$ cat config.mk
export PLATFORM = sky130hd
export DESIGN_NAME = lbus_cs_decoder
export DESIGN_NICKNAME = d
export VERILOG_FILES = /design/src/rtl/lbcs_pkg.sv /design/src/rtl/lbcs_cfg_reg.sv /design/src/rtl/lbcs_io_dec.sv /design/src/rtl/lbcs_mem_dec.sv /design/src/rtl/lbcs_rst_clk.sv /design/src/rtl/lbus_cs_decoder.sv
export SDC_FILE = /design/constraint.sdc
export NUM_CORES = 1
export LEC_CHECK = 0
export BUFFER_PORTS_ARGS = -buffer_cell sky130_fd_sc_hd__buf_4
export CORE_MARGIN = 2
export CORE_UTILIZATION = 41
export CTS_BUF_LIST = sky130_fd_sc_hd__clkbuf_8 sky130_fd_sc_hd__clkbuf_16
export CTS_CLUSTER_SIZE = 20
export DETAILED_ROUTE_END_ITERATION = 6
export PLACE_DENSITY = 0.88
export SLEW_MARGIN = 0
export SYNTH_ARGS = -nofsm -noshare
export SYNTH_HDL_FRONTEND = slang
export SYNTH_SLANG_ARGS = --single-unit
$ cat constraint.sdc
create_clock -name clk_i -period 3 [get_ports clk_i]
set_input_delay 0.3 -clock clk_i [delete_from_list [all_inputs] [get_ports clk_i]]
set_output_delay 0.3 -clock clk_i [all_outputs]
set_load 0.005 [all_outputs]
$ cat src/rtl/lbcs_pkg.sv
package lbcs_pkg;
  localparam int SIZE_W  = 3;
  localparam int SPLIT_W = 4;
  localparam int CFG_W   = SIZE_W + SPLIT_W + 2;

  typedef struct packed {
    logic               clk_en;
    logic               soft_rst;
    logic [SPLIT_W-1:0] split_sel;
    logic [SIZE_W-1:0]  io_size;
  } cfg_t;

  localparam cfg_t CFG_RESET = '{clk_en: 1'b0, soft_rst: 1'b0,
                                 split_sel: 4'd1, io_size: 3'd3};
endpackage

$ cat src/rtl/lbcs_cfg_reg.sv
module lbcs_cfg_reg
  import lbcs_pkg::*;
(
  input  logic             clk_i,
  input  logic             rst_ni,
  input  logic             we_i,
  input  logic [CFG_W-1:0] wdata_i,
  output cfg_t             cfg_o
);
  cfg_t cfg_q;

  always_ff @(posedge clk_i or negedge rst_ni) begin
    if (!rst_ni)   cfg_q <= CFG_RESET;
    else if (we_i) cfg_q <= cfg_t'(wdata_i);
  end

  assign cfg_o = cfg_q;
endmodule

$ cat src/rtl/lbcs_io_dec.sv
module lbcs_io_dec
  import lbcs_pkg::*;
#(
  parameter int ADDR_W        = 32,
  parameter int NUM_CS        = 4,
  parameter int MIN_WIN_LOG2  = 2,
  parameter int MAX_SIZE_CODE = 6,
  parameter int SPLIT_BASE    = 2
) (
  input  logic               valid_i,
  input  logic [ADDR_W-1:0]  addr_i,
  input  logic [ADDR_W-1:0]  base_i,
  input  logic [SIZE_W-1:0]  size_code_i,
  input  logic [SPLIT_W-1:0] split_sel_i,
  output logic [NUM_CS-1:0]  cs_no
);
  localparam int CS_IDX_W = $clog2(NUM_CS);
  localparam int SH_W     = $clog2(ADDR_W) + 2;

  logic [SIZE_W-1:0]   size_eff;
  logic [SH_W-1:0]     win_log2;
  logic [SH_W-1:0]     dec_bit;
  logic [ADDR_W-1:0]   upper_mask;
  logic [ADDR_W-1:0]   shifted;
  logic                hit;
  logic [CS_IDX_W-1:0] region;

  always_comb begin
    size_eff = (size_code_i > SIZE_W'(MAX_SIZE_CODE)) ? SIZE_W'(MAX_SIZE_CODE) : size_code_i;
    win_log2 = SH_W'(size_eff) + SH_W'(MIN_WIN_LOG2);
    dec_bit  = SH_W'(split_sel_i) + SH_W'(SPLIT_BASE);
  end

  assign upper_mask = {ADDR_W{1'b1}} << win_log2;
  assign hit        = valid_i && (((addr_i ^ base_i) & upper_mask) == '0);
  assign shifted    = addr_i >> dec_bit;

  // split bit position relative to window top picks 4, 2 or 1 region
  always_comb begin
    if (dec_bit + SH_W'(CS_IDX_W) <= win_log2)
      region = shifted[CS_IDX_W-1:0];
    else if (dec_bit + SH_W'(1) == win_log2)
      region = CS_IDX_W'(shifted[0]);
    else
      region = '0;
  end

  for (genvar g = 0; g < NUM_CS; g++) begin : g_cs
    assign cs_no[g] = !(hit && (region == CS_IDX_W'(g)));
  end
endmodule

$ cat src/rtl/lbcs_mem_dec.sv
module lbcs_mem_dec #(
  parameter int ADDR_W   = 32,
  parameter int NUM_CS   = 4,
  parameter int WIN_LOG2 = 12
) (
  input  logic              valid_i,
  input  logic [ADDR_W-1:0] addr_i,
  input  logic [ADDR_W-1:0] base_i,
  output logic [NUM_CS-1:0] cs_no
);
  localparam int CS_IDX_W = $clog2(NUM_CS);

  logic                hit;
  logic [CS_IDX_W-1:0] region;

  assign hit    = valid_i && (addr_i[ADDR_W-1:WIN_LOG2] == base_i[ADDR_W-1:WIN_LOG2]);
  assign region = addr_i[WIN_LOG2-1 -: CS_IDX_W];

  for (genvar g = 0; g < NUM_CS; g++) begin : g_cs
    assign cs_no[g] = !(hit && (region == CS_IDX_W'(g)));
  end
endmodule

$ cat src/rtl/lbcs_rst_clk.sv
module lbcs_rst_clk (
  input  logic clk_i,
  input  logic rst_ni,
  input  logic soft_rst_i,
  input  logic clk_en_i,
  output logic lrst_o,
  output logic lrst_no,
  output logic lclk_o
);
  assign lrst_o  = !rst_ni || soft_rst_i;
  assign lrst_no = !lrst_o;
  assign lclk_o  = clk_i & clk_en_i;
endmodule

$ cat src/rtl/lbus_cs_decoder.sv
module lbus_cs_decoder
  import lbcs_pkg::*;
#(
  parameter int ADDR_W        = 32,
  parameter int NUM_CS        = 4,
  parameter int MEM_WIN_LOG2  = 12,
  parameter int MIN_WIN_LOG2  = 2,
  parameter int MAX_SIZE_CODE = 6,
  parameter int SPLIT_BASE    = 2
) (
  input  logic              clk_i,
  input  logic              rst_ni,
  input  logic              cyc_valid_i,
  input  logic              cyc_is_mem_i,
  input  logic [ADDR_W-1:0] addr_i,
  input  logic [ADDR_W-1:0] io_base_i,
  input  logic [ADDR_W-1:0] mem_base_i,
  input  logic              cfg_we_i,
  input  logic [CFG_W-1:0]  cfg_wdata_i,
  output logic [NUM_CS-1:0] io_cs_no,
  output logic [NUM_CS-1:0] mem_cs_no,
  output logic              lrst_o,
  output logic              lrst_no,
  output logic              lclk_o
);
  cfg_t cfg;

  lbcs_cfg_reg u_cfg (
    .clk_i   (clk_i),
    .rst_ni  (rst_ni),
    .we_i    (cfg_we_i),
    .wdata_i (cfg_wdata_i),
    .cfg_o   (cfg)
  );

  lbcs_io_dec #(
    .ADDR_W        (ADDR_W),
    .NUM_CS        (NUM_CS),
    .MIN_WIN_LOG2  (MIN_WIN_LOG2),
    .MAX_SIZE_CODE (MAX_SIZE_CODE),
    .SPLIT_BASE    (SPLIT_BASE)
  ) u_io (
    .valid_i     (cyc_valid_i && !cyc_is_mem_i),
    .addr_i      (addr_i),
    .base_i      (io_base_i),
    .size_code_i (cfg.io_size),
    .split_sel_i (cfg.split_sel),
    .cs_no       (io_cs_no)
  );

  lbcs_mem_dec #(
    .ADDR_W   (ADDR_W),
    .NUM_CS   (NUM_CS),
    .WIN_LOG2 (MEM_WIN_LOG2)
  ) u_mem (
    .valid_i (cyc_valid_i && cyc_is_mem_i),
    .addr_i  (addr_i),
    .base_i  (mem_base_i),
    .cs_no   (mem_cs_no)
  );

  lbcs_rst_clk u_rc (
    .clk_i      (clk_i),
    .rst_ni     (rst_ni),
    .soft_rst_i (cfg.soft_rst),
    .clk_en_i   (cfg.clk_en),
    .lrst_o     (lrst_o),
    .lrst_no    (lrst_no),
    .lclk_o     (lclk_o)
  );
endmodule

# [Yosys cells after proc, flatten, opt, wreduce, memory -nomap -nowiden]
# Index checks and enable logic that the tools add are counted.
# Widths: inputs -> output; s select.
[classes] n_addsub=4 n_lt_le_gt_ge=2 n_eq_ne=8 shift=2 muxes=3 n_bitwise=3 reduce_logical=27
[ops] cell="$and 32x32->32" count=1
[ops] cell="$logic_not 32->1" count=1
[ops] cell="$shl 32x7->32 const A" count=1
[ops] cell="$shr 32x7->2" count=1
[ops] cell="$xor 32x32->32" count=1
[ops] cell="$eq 20x20->1" count=1
[ops] cell="$logic_and 1x1->1" count=12
[ops] cell="$logic_not 1->1" count=11
[ops] cell="$eq 2x2->1 const B" count=4
[ops] cell="$add 7x1->7 const B" count=1
[ops] cell="$add 7x2->7 const B" count=1
[ops] cell="$eq 7x7->1" count=1
[ops] cell="$le 7x7->1" count=1
[ops] cell="$add 4x2->5 const B" count=1
[ops] cell="$add 3x2->4 const B" count=1
[ops] cell="$eq 2x1->1 const B" count=2
[ops] cell="$logic_not 2->1" count=2
[ops] cell="$gt 3x3->1 const B" count=1
[ops] cell="$mux 3" count=1
[ops] cell="$mux 2" count=1
[ops] cell="$and 1x1->1" count=1
[ops] cell="$logic_or 1x1->1" count=1
[ops] cell="$mux 1" count=1
[word_totals] regBits=9 in_bits=110 output_inout_bits=11

# [Depth between registers and ports, before layout]
# Gate-level depths: netlist (run 1).
[depth] ltp_word=9 ltp_mapped=10

# [Cells and area by module]
# From an unflattened synthesis (run 1), not the netlist that was laid out.
[hier_totals] cells_unflattened=178 area_unflattened_um2=1732.9
[modules_own_cells] mod="lbcs_io_dec" instances=1 cells_each=118 area_each_um2=1048.5
[modules_own_cells] mod="lbcs_cfg_reg" instances=1 cells_each=19 area_each_um2=375.4
[modules_own_cells] mod="lbcs_mem_dec" instances=1 cells_each=36 area_each_um2=274.0
[modules_own_cells] mod="lbcs_rst_clk" instances=1 cells_each=3 area_each_um2=18.8
[modules_own_cells] mod="lbus_cs_decoder" instances=1 cells_each=2 area_each_um2=16.3

==> results of run 1 <==
-- synth_stat cells (2+ instances only) --
cell type  count
o21ai_0        6
nand3b_1       2
mux4_1         5
nand2_1       12
nor4_1         5
a21o_1         2
nor2_1         3
mux4_2         3
ha_1          10
xnor2_1       33
dfrtp_1        6
clkbuf_1       2
inv_1          9
nand4_1        8
xor2_1        26
nand2b_1       4
o31ai_1        2
mux2_2         7
a21oi_1        6
nor2b_1        4
dfstp_2        3
mux2i_1        2
-- worst paths after layout --
check                                 endpoint  slack [ns]
max in group asynchronous       u_cfg.cfg_o[0]        2.47
worst max-delay path               io_cs_no[3]        0.03
worst max register to register  u_cfg.cfg_o[3]        1.86
worst min-delay path            u_cfg.cfg_o[2]        0.16
min in group asynchronous       u_cfg.cfg_o[2]        0.31
worst min register to register  u_cfg.cfg_o[8]        0.55
-- critical path, cell delays in order (launching register included) --
cell and delay, ns:
dfrtp_1 0.43, ha_4 0.21, xor2_4 0.16, xor2_1 0.17, ha_1 0.34, a21oi_2 0.17
a21oi_2 0.08, or3_4 0.40, or2_4 0.26, buf_6 0.11
-- per-layer routing --
metal | vias to the layer above | routed length [µm]
met2 | 99 | 3066
li1 | 891 | -
met4 | 0 | 156
met3 | 20 | 414
met1 | 890 | 2240
met5 | - | 0
-- power groups by stage --
stage          clock, mW  sequential [mW]  combinational (mW)
2_1_floorplan    0.00676            0.147               0.235
3_3_place_gp      0.0169            0.151               0.391
3_5_place_dp      0.0169            0.152               0.406
4_1_cts            0.271            0.151               0.434
5_1_grt            0.291            0.157               0.534
6_report           0.274            0.155               0.493
-- cells by family after synthesis --
logic type,count (synthesis),synth area share
AOI/OAI and AO/OA,24,0.09463
xor gates and xnor gates,59,0.3126
adders and majority gates,10,0.07570
buffers and inverters,13,0.03482
DFF,9,0.1385
muxes,17,0.1802
and+or+nand+nor,47,0.1635
-- stage by stage --
stage                     area [µm²]  setup TNS, ns
final                           2791              0
after global routing            2791       -0.08596
after CTS                       2693              0
after detailed placement        2532              0
after global placement          2532              0
after floorplan                 1653              0
-- repair_timing --
| item | 4_1_cts | 5_1_grt |
|---|---|---|
| gates resized for setup | 7 | 16 |
| pin swaps | 1 | 9 |
| setup endpoints to repair | 4 | 4 |
| hold buffers | 1 | 0 |
| endpoints found under the hold margin | 9 | 0 |
| setup buffers | 3 | 2 |
-- area by class of cell --
type | instances | area (µm²) | share of cell area
Tap cell | 50 | 62.56 | 0.02241
Multi-Input combinational cell | 157 | 1478 | 0.5294
Clock buffer | 7 | 90.09 | 0.03227
Sequential cell | 9 | 230.2 | 0.08247
Clock inverter | 1 | 5.005 | 0.001793
Inverter | 9 | 33.78 | 0.01210
Timing Repair Buffer | 117 | 892.1 | 0.3196
==> reports/qor.yml, run 1 <==
power:
  power_frac_seq: 0.168
  p_sw_mw: 0.3166
  peakVddDrop_mv: 0.5030
  power_frac_clock: 0.297
  p_leak_nw: 1.239
  internal_power_mw: 0.6057
  total_power_mw: 0.9223
  combPwrFrac: 0.534
  sw_frac_of_total: 0.3433
  power_density_mw_per_mm2: 330.4
logic_synthesis:
  synth_cells: 179
  syn_nets: 299
  syn_avg_cell_area_um2: 9.234
  ys_seq_elements: 9
  yosysTopAreaCellShare: 0.1749
  synth_edf_count: 0
  yosys_most_used_dff: "dfrtp_1"
  post-synth-top-area-cell: "xnor2_1"
  synthTopCellsByArea: "xnor2_1, xor2_1, dfrtp_1, mux4_1, ha_1"
  yosysWarnings: 0
  ys_seq_area_frac: 0.1385
  yosysUniqueCellTypes: 41
  synth_area_mm2: 0.001653
  async_flop_share: 1.000
timing:
  fin_ws_ns: 0.02883
  fmax_mhz: 336.6
  setup_viol: 0
  slew-limit-headroom: 0.6979
  hold_violations: 0
  rsz0062_at_grt: "yes"
  period_minus_slack_ns: 2.971
  finClkSkew_ns: 0
  slew_violations: 0
  fin_crit_sh: 0.9904
  tightestPinTransition_ns: 0.4490
  whs_ns: 0.1638
route:
  detailroute.via_count: 1900
  drt-vias-per-instance: 5.429
  drt_wl_total_um: 5877
  first_pass_iters: 4
  ant_nets: 0
  dr.first_iter.drc_count: 71
  drc: 0
  wire_per_inst_um: 16.79
floorplanning:
  fp.dieArea_mm2: 0.004555
  coreArea_mm2: 0.003943
  dieHeight_um: 67.49
  die_w_um: 67.49
  placementRows: 23
  start_util: 0.4192
  ioPinCount: 121
hold_path:
  hp-start: "cfg_wdata_i[2]"
  whs_path_depth: 3
  hold_path.class: "input port to register"
worst_setup_path:
  cp-start-kind: "register"
  regToRegStartpoint: "u_cfg.cfg_o[3]"
  critPathKind: "register to primary output"
  cp_max_fo: 3
  ff2ff_path_depth: 2
  required_ns: 2.70
  end_kind: "primary output"
  crit_start: "u_cfg.cfg_o[4]"
  crit_arrival_ns: 2.67
grt:
  grt_start_max_net_pins: 15
  grt_use_met3: 0.06500
  grt_first_pass_wirelength_um: 8604
  grt_usage: 0.2549
  first_global_vias: 1913
  met1_usage: 0.3050
  grt.busiest_layer: "met2"
  met2_usage: 0.4363
  antenna_found_initial: 0
  grt_overflow: 0
place:
  hpwl_um: 4363
  place.gp.congestion: 0.9039
  dpl.cell_count: 337
  place_ws_ns: 0.1647
  io_buffers: 108
layout:
  syn2layout_area_growth_pct: 68.89
  fin_nets: 421
  final_cell_mix: "buf_4, xnor2_1, xor2_1"
  fin_util: 0.7080
  largest_register_ffs: 9
  n_antenna_cell: 0
  fillCellCount: 289
  layout_commonest_cell: "buf_4"
  instances_no_fill: 350
  drive_above_1_share: 0.5100
clock_tree:
  insertion_delay_ns: 0.35
  cts_tree: "done"
  clk_pin_slew_ns: 0.05
job:
  max_cap_viol_count: 0
status:
  outcome: "completed"
Note: power is estimated with default switching activity, not from simulation.
==> inputs of run 2 (changes only) <==
--- a/config.mk
+++ b/config.mk
@@ -5,14 +5,15 @@
 export SDC_FILE = /design/constraint.sdc
 export NUM_CORES = 1
 export LEC_CHECK = 0
+export ABC_AREA = 1
 export BUFFER_PORTS_ARGS = -buffer_cell sky130_fd_sc_hd__buf_4
 export CORE_MARGIN = 2
-export CORE_UTILIZATION = 41
+export CORE_UTILIZATION = 45
 export CTS_BUF_LIST = sky130_fd_sc_hd__clkbuf_8 sky130_fd_sc_hd__clkbuf_16
 export CTS_CLUSTER_SIZE = 20
 export DETAILED_ROUTE_END_ITERATION = 6
-export PLACE_DENSITY = 0.88
-export SLEW_MARGIN = 0
+export PLACE_DENSITY = 0.89
+export SLEW_MARGIN = 20
 export SYNTH_ARGS = -nofsm -noshare
 export SYNTH_HDL_FRONTEND = slang
 export SYNTH_SLANG_ARGS = --single-unit
==> constraint.sdc (replaced) <==
create_clock -name clk_i -period 3 [get_ports clk_i]
set_input_delay 0.15 -clock clk_i [delete_from_list [all_inputs] [get_ports clk_i]]
set_output_delay 0.15 -clock clk_i [all_outputs]
set_load 0.005 [all_outputs]
==> run 2 against run 1 <==
Against the previous run: first-iteration DRC count is 32% higher; sequential power down 3%; flip-flop and latch count did not move; synthesized cell count up 120%; highest routed layer unchanged; largest power group unchanged; routed wire length increased by 9.3%; design area increased by 8.5%; clock skew is the same; critical path type unchanged.
==> reports/qor.yml, run 2 <==
route:
  dr_wl_met2_um: 3323
  wl_met1_um: 2341
  drt_wl_total_um: 6422
  dr.first_iter.drc_count: 94
  wire_per_inst_um: 11.61
  first_pass_iters: 4
  top_layer: "met4"
  ant_nets: 0
  detailroute.via_count: 2773
  drc: 0
  drt-vias-per-instance: 5.014
  wl_met3_um: 527
layout:
  syn2layout_area_growth_pct: 44.56
  fillCellCount: 414
  fin_nets: 622
  final_cell_mix: "nand2_1, buf_4, inv_1"
  drive_above_1_share: 0.2914
  n_antenna_cell: 0
  largest_register_ffs: 9
  layout_commonest_cell: "nand2_1"
  fin_util: 0.6859
floorplanning:
  start_util: 0.4745
  placementRows: 24
  ioPinCount: 121
  dieHeight_um: 72.23
  die_w_um: 72.23
  fp.dieArea_mm2: 0.005216
  coreArea_mm2: 0.004414
power:
  power_density_mw_per_mm2: 289.2
  peakVddDrop_mv: 0.2984
  power_frac_clock: 0.297
  sw_frac_of_total: 0.3851
  p_sw_mw: 0.3373
  power_frac_seq: 0.171
  combPwrFrac: 0.532
  p_leak_nw: 1.765
  internal_power_mw: 0.5385
  total_power_mw: 0.8758
timing:
  fmax_mhz: 363.5
  rsz0062_at_grt: "no"
  tightestPinTransition_ns: 0.2228
  setup_viol: 0
  period_minus_slack_ns: 2.751
  fin_ws_ns: 0.2492
  finClkSkew_ns: 0
  whs_ns: 0.01851
  hold_violations: 0
  fin_crit_sh: 0.9169
  slew-limit-headroom: 0.8499
  setup_tns_ns: 0
  slew_violations: 0
logic_synthesis:
  muxShareOfSynthArea: 0.005376
  synth_compound_gate_area_share: 0.1356
  synthTopCellsByArea: "nand2_1, inv_1, dfrtp_1, nand3_1, ha_1"
  synth_area_mm2: 0.002095
  yosysWarnings: 0
  yosys_most_used_dff: "dfrtp_1"
  yosysTopAreaCellShare: 0.2401
  ys_seq_area_frac: 0.1093
  synth_top_family_by_area: "simple AND/OR/NAND/NOR gates"
  async_flop_share: 1.000
  syn_avg_cell_area_um2: 5.384
  yosysUniqueCellTypes: 32
  synthXorXnorAreaFrac: 0.07527
  syn_nets: 509
  ys_seq_elements: 9
  synth_simple_gate_area_frac: 0.4349
  synth_cells: 389
  post-synth-top-area-cell: "nand2_1"
  synth-adder-area-share: 0.05974
  synth.cells.most_frequent: "nand2_1, inv_1, nand3_1, o21ai_0, nor2_1"
  synth_edf_count: 0
  post-synth-top-count-cell: "nand2_1"
worst_setup_path:
  worstPathBufferInverterCount: 3
  cp_cell_sequence: "ha_1 -> inv_1 -> nand2_1 -> nand2_2 -> xor2_1 -> ha_1 -> a21oi_1 -> o21ai_1 -> a21oi_1 -> nand3_2 -> inv_1 -> nand3_1 -> buf_4"
  cp-start-kind: "register"
  end_kind: "primary output"
  required_ns: 2.85
  crit_arrival_ns: 2.60
  crit_family: "adder cells"
  cp_max_fo: 6
  cp_slowest_cell: "dfrtp_2"
  critPathKind: "register to primary output"
  max_stage_delay_ns: 0.45
job:
  max_cap_viol_count: 0
clock_tree:
  cts_tree: "done"
  clk_pin_slew_ns: 0.04
  insertion_delay_ns: 0.34
place:
  hpwl_um: 5453
  place_ws_ns: 0.5691
  io_buffers: 108
  place.gp.congestion: 0.9267
grt:
  grt_first_pass_wirelength_um: 10780
  first_global_vias: 2705
  antenna_found_initial: 0
  grt_start_max_net_pins: 25
  grt_overflow: 0
  grt_usage: 0.2601
status:
  outcome: "completed"
hold_path:
  hold_path.class: "input port to register"
-- run 2: kinds of logic (layout without fill, tap and decap cells) --
| group | Yosys count | count (layout) |
|---|---|---|
| xor gates and xnor gates | 18 | 18 |
| adders and majority gates | 10 | 10 |
| buffers and inverters | 90 | 202 |
| muxes | 1 | 1 |
| and+or+nand+nor | 211 | 211 |
| AOI/OAI and AO/OA | 50 | 50 |
| DFF | 9 | 9 |
-- run 2: routing by layer --
layer	vias up	GRT usage
met5	-	0
met4	0	0.1572
met3	24	0.04167
met2	106	0.4862
met1	1212	0.2689
li1	1431	-
-- run 2: tightest hold or removal path, stage by stage --
cell	delay, ns
buf_4	0.08
nand2_1	0.04
o21ai_1	0.06
-- run 2: area by class of cell --
cell class	count	area [µm²]	area share
multi-input cells	290	1489	0.4917
well taps	52	65.06	0.02149
flip-flops and latches	9	231.5	0.07645
inverters	83	316.6	0.1045
clock inverters	2	7.507	0.002479
clock buffers	7	90.09	0.02975
repair buffers	110	828.3	0.2736
-- run 2: final timing paths --
kind / startpoint / end / slack (ns) / depth (start not counted)
max: u_cfg.cfg_o[5] / io_cs_no[2] / 0.25 / 13
min: cfg_wdata_i[5] / u_cfg.cfg_o[5] / 0.02 / 3
max reg2reg: u_cfg.cfg_o[1] / u_cfg.cfg_o[1] / 2.09 / 2
min reg2reg: u_cfg.cfg_o[8] / u_cfg.cfg_o[8] / 0.52 / 1
max in group asynchronous: rst_ni / u_cfg.cfg_o[0] / 2.60 / 2
min in group asynchronous: rst_ni / u_cfg.cfg_o[5] / 0.19 / 2
-- run 2: power groups by stage --
stage / sequential (mW) / combinational [mW] / clock, mW
2_1_floorplan: 0.146 / 0.290 / 0.00728
3_3_place_gp: 0.150 / 0.445 / 0.0175
3_5_place_dp: 0.151 / 0.460 / 0.0175
4_1_cts: 0.149 / 0.463 / 0.269
5_1_grt: 0.152 / 0.530 / 0.282
6_report: 0.150 / 0.466 / 0.260
-- run 2: what timing repair did --
item	4_1_cts	5_1_grt
endpoints found under the setup margin	0	3
hold buffers	1	0
resized for setup	0	3
setup buffers	0	0
hold endpoints to repair	9	0
-- run 2: through the flow --
step,cells,area [µm²]
after floorplan,389,2095
after global placement,545,2929
after detailed placement,545,2929
after CTS,553,3025
after global routing,553,3028
final,553,3028
